<file path="src/rtl/pd_pkg.sv">
package pd_pkg;
  typedef enum logic [2:0] {
    PM_RUN    = 3'd0,
    PM_LIGHT  = 3'd1,
    PM_HALT   = 3'd2,
    PM_STOP   = 3'd3,
    PM_RELOCK = 3'd4,
    PM_SETTLE = 3'd5
  } pm_state_t;

  localparam logic [5:0] CODE_LIGHT_MASKED = 6'b001001;
  localparam logic [5:0] CODE_LIGHT_ANY    = 6'b010001;
  localparam logic [5:0] CODE_HALT         = 6'b011010;
  localparam logic [5:0] CODE_STOP         = 6'b011100;

  // Down-counter load for a wait of n cycles, n == 0 picks the default.
  function automatic int unsigned wait_load(input int unsigned n, input int unsigned dflt);
    int unsigned eff;
    eff = (n == 0) ? dflt : n;
    return (eff == 0) ? 0 : eff - 1;
  endfunction
endpackage

</file>
<file path="src/rtl/pd_decode.sv">
module pd_decode
  import pd_pkg::*;
(
  input  logic [5:0] code,
  input  logic       pll_en,
  output logic       go_light,
  output logic       light_any,
  output logic       go_halt,
  output logic       go_stop,
  output logic       reserved_hit
);
  logic is_masked, is_any, is_halt, is_stop;

  always_comb begin
    is_masked    = (code == CODE_LIGHT_MASKED);
    is_any       = (code == CODE_LIGHT_ANY);
    is_halt      = (code == CODE_HALT);
    is_stop      = (code == CODE_STOP);
    go_light     = is_masked | is_any;
    light_any    = is_any;
    go_halt      = is_halt & pll_en;
    go_stop      = is_stop & pll_en;
    reserved_hit = (code != 6'd0) & ~(is_masked | is_any | is_halt | is_stop);
  end
endmodule

</file>
<file path="src/rtl/pd_wake.sv">
module pd_wake #(
  parameter int IRQ_N = 8
) (
  input  logic [IRQ_N-1:0] irq,
  input  logic [IRQ_N-1:0] irq_mask,
  input  logic             any_mode,
  output logic             wake
);
  logic [IRQ_N-1:0] eligible;

  genvar i;
  generate
    for (i = 0; i < IRQ_N; i++) begin : g_line
      assign eligible[i] = irq[i] & (any_mode | irq_mask[i]);
    end
  endgenerate

  assign wake = |eligible;
endmodule

</file>
<file path="src/rtl/pd_timer.sv">
module pd_timer #(
  parameter int CNT_W = 16
) (
  input  logic             clk,
  input  logic             por_n,
  input  logic             load,
  input  logic [CNT_W-1:0] load_val,
  input  logic             run,
  output logic             expire
);
  logic [CNT_W-1:0] cnt;

  always_ff @(posedge clk or negedge por_n) begin
    if (!por_n)
      cnt <= '0;
    else if (load)
      cnt <= load_val;
    else if (run && cnt != '0)
      cnt <= cnt - 1'b1;
  end

  assign expire = run && (cnt == '0);

  AST_TIMER_DOWN: assert property (@(posedge clk) disable iff (!por_n)
    (run && !load && cnt != '0) |=> (cnt == $past(cnt) - 1'b1));
endmodule

</file>
<file path="src/rtl/pwrdn_ctrl.sv">
module pwrdn_ctrl
  import pd_pkg::*;
#(
  parameter int IRQ_N      = 8,
  parameter int CNT_W      = 16,
  parameter int RELOCK_DEF = 4096,
  parameter int SETTLE_CYC = 16,
  parameter int REG_W      = 16,
  parameter int CODE_W     = 6
) (
  input  logic              clk,
  input  logic              por_n,
  input  logic              dev_rst,
  input  logic              wr_en,
  input  logic [REG_W-1:0]  wr_data,
  output logic [REG_W-1:0]  rd_data,
  input  logic              pll_en,
  input  logic [IRQ_N-1:0]  irq,
  input  logic [IRQ_N-1:0]  irq_mask,
  input  logic [CNT_W-1:0]  relock_cycles,
  output logic              cpu_clk_en,
  output logic              dma_clk_en,
  output logic              pll_out_en,
  output logic              pll_ref_en,
  output logic              io_hold,
  output logic [2:0]        mode_status
);
  localparam int SCR_W = REG_W - CODE_W;

  pm_state_t         st;
  logic [CODE_W-1:0] code_q;
  logic [SCR_W-1:0]  scr_q;
  logic              any_q;

  logic go_light, light_any, go_halt, go_stop, reserved_hit;
  logic wake, t_load, t_run, t_expire;
  logic [CNT_W-1:0] t_val;
  logic [CODE_W-1:0] wcode;

  assign wcode = wr_data[REG_W-1:SCR_W];

  pd_decode u_dec (
    .code(wcode), .pll_en(pll_en), .go_light(go_light), .light_any(light_any),
    .go_halt(go_halt), .go_stop(go_stop), .reserved_hit(reserved_hit)
  );

  pd_wake #(.IRQ_N(IRQ_N)) u_wake (
    .irq(irq), .irq_mask(irq_mask), .any_mode(any_q), .wake(wake)
  );

  assign t_load = dev_rst && (st == PM_HALT || st == PM_STOP);
  assign t_run  = (st == PM_RELOCK) || (st == PM_SETTLE);
  assign t_val  = (st == PM_STOP)
                ? CNT_W'(wait_load(int'(relock_cycles), RELOCK_DEF))
                : CNT_W'(wait_load(SETTLE_CYC, SETTLE_CYC));

  pd_timer #(.CNT_W(CNT_W)) u_tmr (
    .clk(clk), .por_n(por_n), .load(t_load), .load_val(t_val),
    .run(t_run), .expire(t_expire)
  );

  always_ff @(posedge clk or negedge por_n) begin
    if (!por_n) begin
      st     <= PM_RUN;
      code_q <= '0;
      scr_q  <= '0;
      any_q  <= 1'b0;
    end else begin
      unique case (st)
        PM_RUN: begin
          if (dev_rst) begin
            code_q <= '0;
          end else if (wr_en) begin
            scr_q <= wr_data[SCR_W-1:0];
            if (go_light) begin
              st     <= PM_LIGHT;
              code_q <= wcode;
              any_q  <= light_any;
            end else if (go_halt) begin
              st     <= PM_HALT;
              code_q <= wcode;
            end else if (go_stop) begin
              st     <= PM_STOP;
              code_q <= wcode;
            end
          end
        end
        PM_LIGHT: if (dev_rst || wake) begin
          st     <= PM_RUN;
          code_q <= '0;
        end
        PM_HALT: if (dev_rst) st <= PM_SETTLE;
        PM_STOP: if (dev_rst) st <= PM_RELOCK;
        PM_RELOCK, PM_SETTLE: if (t_expire) begin
          st     <= PM_RUN;
          code_q <= '0;
        end
        default: st <= PM_RUN;
      endcase
    end
  end

  assign cpu_clk_en  = (st == PM_RUN);
  assign dma_clk_en  = (st == PM_RUN) || (st == PM_LIGHT);
  assign pll_out_en  = (st == PM_RUN) || (st == PM_LIGHT) || (st == PM_SETTLE);
  assign pll_ref_en  = (st != PM_STOP);
  assign io_hold     = (st == PM_HALT) || (st == PM_STOP) || t_run;
  assign mode_status = st;
  assign rd_data     = {code_q, scr_q};

  AST_MASKED_WAKE_ONLY: assert property (@(posedge clk) disable iff (!por_n)
    (st == PM_LIGHT && !any_q && (irq & irq_mask) == '0 && !dev_rst) |=> (st == PM_LIGHT));
  AST_ANY_IRQ_WAKES: assert property (@(posedge clk) disable iff (!por_n)
    (st == PM_LIGHT && any_q && |irq) |=> (mode_status == 3'd0 && cpu_clk_en));
  AST_DEEP_HOLDS: assert property (@(posedge clk) disable iff (!por_n)
    ((st == PM_HALT || st == PM_STOP) && !dev_rst) |=> ($stable(mode_status) && $stable(rd_data)));
  AST_STOP_TO_RELOCK: assert property (@(posedge clk) disable iff (!por_n)
    (st == PM_STOP && dev_rst) |=> (mode_status == 3'd4 && pll_ref_en && !pll_out_en));
  AST_BYPASS_REFUSE: assert property (@(posedge clk) disable iff (!por_n)
    (st == PM_RUN && wr_en && !dev_rst && !pll_en) |=> (mode_status == 3'd0 || mode_status == 3'd1));
  AST_RESERVED_NOP: assert property (@(posedge clk) disable iff (!por_n)
    (st == PM_RUN && wr_en && !dev_rst && reserved_hit) |=> (mode_status == 3'd0 && rd_data[REG_W-1:SCR_W] == '0));
  AST_SCRATCH_KEPT: assert property (@(posedge clk) disable iff (!por_n)
    (st != PM_RUN) |=> $stable(rd_data[SCR_W-1:0]));
endmodule

</file>
<file path="config.mk">
export PLATFORM = sky130hd
export DESIGN_NAME = pwrdn_ctrl
export DESIGN_NICKNAME = d
export VERILOG_FILES = /design/src/rtl/pd_pkg.sv /design/src/rtl/pd_decode.sv /design/src/rtl/pd_wake.sv /design/src/rtl/pd_timer.sv /design/src/rtl/pwrdn_ctrl.sv
export SDC_FILE = /design/constraint.sdc
export NUM_CORES = 1
export LEC_CHECK = 0
export ABC_AREA = 0
export BUFFER_PORTS_ARGS = -buffer_cell sky130_fd_sc_hd__buf_4
export CORE_MARGIN = 1.5
export CORE_UTILIZATION = 50
export DETAILED_ROUTE_END_ITERATION = 10
export GPL_ROUTABILITY_DRIVEN = 0
export PLACE_DENSITY = 0.89
export SLEW_MARGIN = 20
export SYNTH_ARGS = -nofsm -noshare
export SYNTH_HDL_FRONTEND = slang
export SYNTH_SLANG_ARGS = --single-unit
</file>
<file path="constraint.sdc">
create_clock -name clk -period 4.45 [get_ports clk]
set_clock_uncertainty 0.15 [all_clocks]
set_input_delay 0.89 -clock clk [delete_from_list [all_inputs] [get_ports clk]]
set_output_delay 0.89 -clock clk [all_outputs]
set_load 0.1 [all_outputs]
</file>
==> metrics.md <==
| Metric | Value |
|---|---|
| Crit Path Class | `input pin to flop` |
| DR vias | `2466` |
| CTS max path bufs | `2` |
| Final Hold Viols | `0` |
| Share of the synthesized area in the top cell type | `37.3%` |
| Overflow after GRT | `0` |
| Die Width | `72.5 µm` |
| Max Cap Viol | `0` |
| HP Class | `flop to flop` |
| #FFs+latches synth | `36` |
| Fmax | `335 MHz` |
| Seq/Total Area, Yosys | `37.3%` |
| Port bufs | `76` |
| Largest net degree at the start of global routing | `37` |
| Worst Setup Start Kind | `input pin` |
| Post-route minimum period | `2980 ps` |
| # resized after CTS | `0` |
| Post-Layout Cell Count | `400` |
| Yosys warning count | `0` |
| Async SR Flop Fraction | `100%` |
| I/O Pins | `77` |
| Setup TNS | `0 ps` |
| Wire length per cell | `16.2 µm` |
| CP max-delay cell | `and3b_1` |
| H-tree levels | `2` |
| Detailed Route WL | `6470 µm` |
| Commonest cells after routing, fill and taps aside | `buf_4, dfrtp_1, nand2_1` |
| Worst IR Drop VDD | `0.407 mV` |
| Met2 WL post-DR | `3370 µm` |
| Syn_nets | `326` |
| Die ar. | `5250 µm²` |
| Synth area leaders | `dfrtp_1, mux2_2, nand2_1` |
| DRT antenna net count | `0` |
| Distinct cells, synth | `52` |
| DRT Pass-1 Iters | `5` |
| Pwr per Cell Area | `574 nW/µm²` |
| Worst-path cell chain | `buf_4 -> and3b_1 -> nand2_1 -> a31oi_1 -> o21ai_0 -> a21oi_1 -> o2bb2a_1` |
| Ys flop type | `dfrtp_1` |
| CP delay by family, top | `compound AO/OA/AOI/OAI gates` |
| CTS buffer count | `5` |
| Total GRT Usage | `25.4%` |
| Mapped Area | `2410 µm²` |
| CP arrival | `3060 ps` |
| Worst-path fanout max | `16` |
| Met1 Wirelength | `2640 µm` |
| Leakage | `1.35 nW` |
| Largest area contributor in the netlist | `dfrtp_1` |
| Clock latency at the later pin of the worst-skew pair | `290 ps` |
| Post-CTS setup buffers | `0` |
| Initial core utilization | `51.4%` |
| Initial antenna violation count | `0` |
| Clock-pin transition on the worst setup and hold timing paths | `80 ps` |
| RSZ-0062 raised after global routing | `no` |
| Slowest Stage Delay on Critical Path | `570 ps` |
| Hold buffers post-CTS | `0` |
| Crit. End Element | `flop` |
| EDFF count, synth | `0` |
| Core area | `4690 µm²` |
| Status | `complete, no violations` |
| Mapped Cells | `270` |
| Synth-to-Final Area Change | `28.5%` |
| Vias per cell | `6.17` |
| Row cnt | `25` |
| DPL Wire Length | `4930 µm` |
| Slew margin rel. | `45.0%` |
| Slew Viols, Final | `0` |
| DR top layer | `met4` |
| Least-Margin Pin Slew | `818 ps` |
| Placed Cells | `392` |
| Final net count | `401` |
| Remaining DRCs | `0` |
| Share of layout cells above drive strength 1 | `29.5%` |
| Diodes inserted | `0` |
| CTS Sinks | `36` |
| Final period util | `67.1%` |
| First-pass GRT wire length | `10500 µm` |
| Commonest non-fill, non-tap cell in the layout | `buf_4` |
| CP required | `4520 ps` |
| Syn avg cell area | `8.94 µm²` |
| Final setup fails | `0` |
| CTS tree | `done` |
| Root Driver | `clkbuf_8` |
| Chip height | `72.5 µm` |
| Vias in the first global route | `2300` |
| Initial drt markers | `166` |
| CP bufs+invs | `1` |
| Wire length on met3 | `345 µm` |
## logic make-up after synthesis
kind of cell | share of synthesized area, %
XOR/XNOR | 5.08
buffers and inverters | 3.73
AND/OR/NAND/NOR | 26.3
adder cells (fa/ha/maj) | 1.56
flip-flops | 37.3
multiplexers | 7.98
AO/OA/AOI/OAI | 18.0
## path summary, 6_finish.rpt
| check | depth (start not counted) | slack, ps | to | from |
|---|---|---|---|---|
| min | 1 | 350 | code_q[5] | code_q[5] |
| min reg2reg | 1 | 350 | code_q[5] | code_q[5] |
| max | 7 | 1470 | u_tmr.cnt[10] | dev_rst |
| max in group asynchronous | 1 | 3420 | u_tmr.cnt[9] | por_n |
| max reg2reg | 6 | 1560 | u_tmr.cnt[10] | mode_status[1] |
| min in group asynchronous | 1 | 390 | scr_q[2] | por_n |
## metal layers
metal  global-route usage (%)  up-vias
met5                        0        -
met4                     6.92        0
met3                     4.58       17
met2                     43.6      113
met1                     32.9     1174
li1                         -     1162
## layout make-up
class                           instances  area, µm²
Inverter                               12       45.0
Clock inverter                          1       7.51
Sequential cell                        36        901
Multi-Input combinational cell        214       1420
Fill cell                             392       1590
Tap cell                               54       67.6
Clock buffer                            7       86.3
Timing Repair Buffer                   76        571
## cell usage after synthesis, types with 2 or more instances
cell type and count:
a21oi_1 16, nor4b_1 4, xnor2_1 7, o31ai_1 3, o22a_1 2, and3_1 2
dfrtp_1 36, and2_1 4, xor2_1 7, o21ai_0 11, clkbuf_1 6, nor4_1 8
ha_1 3, nor3_1 13, nand2_1 25, or3_1 3, a22oi_1 2, nor2_1 23
nand2b_1 5, or4_1 4, o22ai_1 6, nor2b_1 2, mux2i_1 8, inv_1 12
a41oi_1 2, o41ai_1 2, a211oi_1 3, buf_6 2, nand4_1 3, a311oi_1 2
a31oi_1 7, nand3_1 7, mux2_2 10, a211o_1 2
## report_power, final
group          switching (W)  total (W)  leakage, nW  internal (W)
clock               0.000117   0.000243       0.0445      0.000126
combinational       0.000712   0.000989        0.863      0.000277
sequential          0.000113   0.000547        0.444      0.000434
total               0.000942    0.00178         1.35      0.000836
## metrics by stage
step / power (W) / hold slack [ps] / instance area (µm²) / setup slack (ps) / util (%)
final: 0.00178 / 348 / 3100 / 1470 / 66.1
after global routing: 0.00186 / 366 / 3100 / 1250 / 66.1
after CTS: 0.00177 / 346 / 3100 / 1610 / 66.1
after detailed placement: 0.00153 / 328 / 3010 / 1310 / 64.1
after global placement: 0.00150 / 325 / 3010 / 1500 / 64.1
after floorplan: 0.00129 / 329 / 2410 / 265 / -
## registers in the layout, summed over array words and instances, names as in the netlist
name / flops
any_q: 1
code_q: 6
mode_status: 3
scr_q: 10
u_tmr.cnt: 16
## worst reg2reg max path, stage by stage (launching register included)
cell,delay [ps]
dfrtp_1,580
and3b_1,630
nand2_1,220
a31oi_1,560
o21ai_0,280
a21oi_1,220
o2bb2a_1,190
Note: power is estimated with default switching activity, not from simulation.
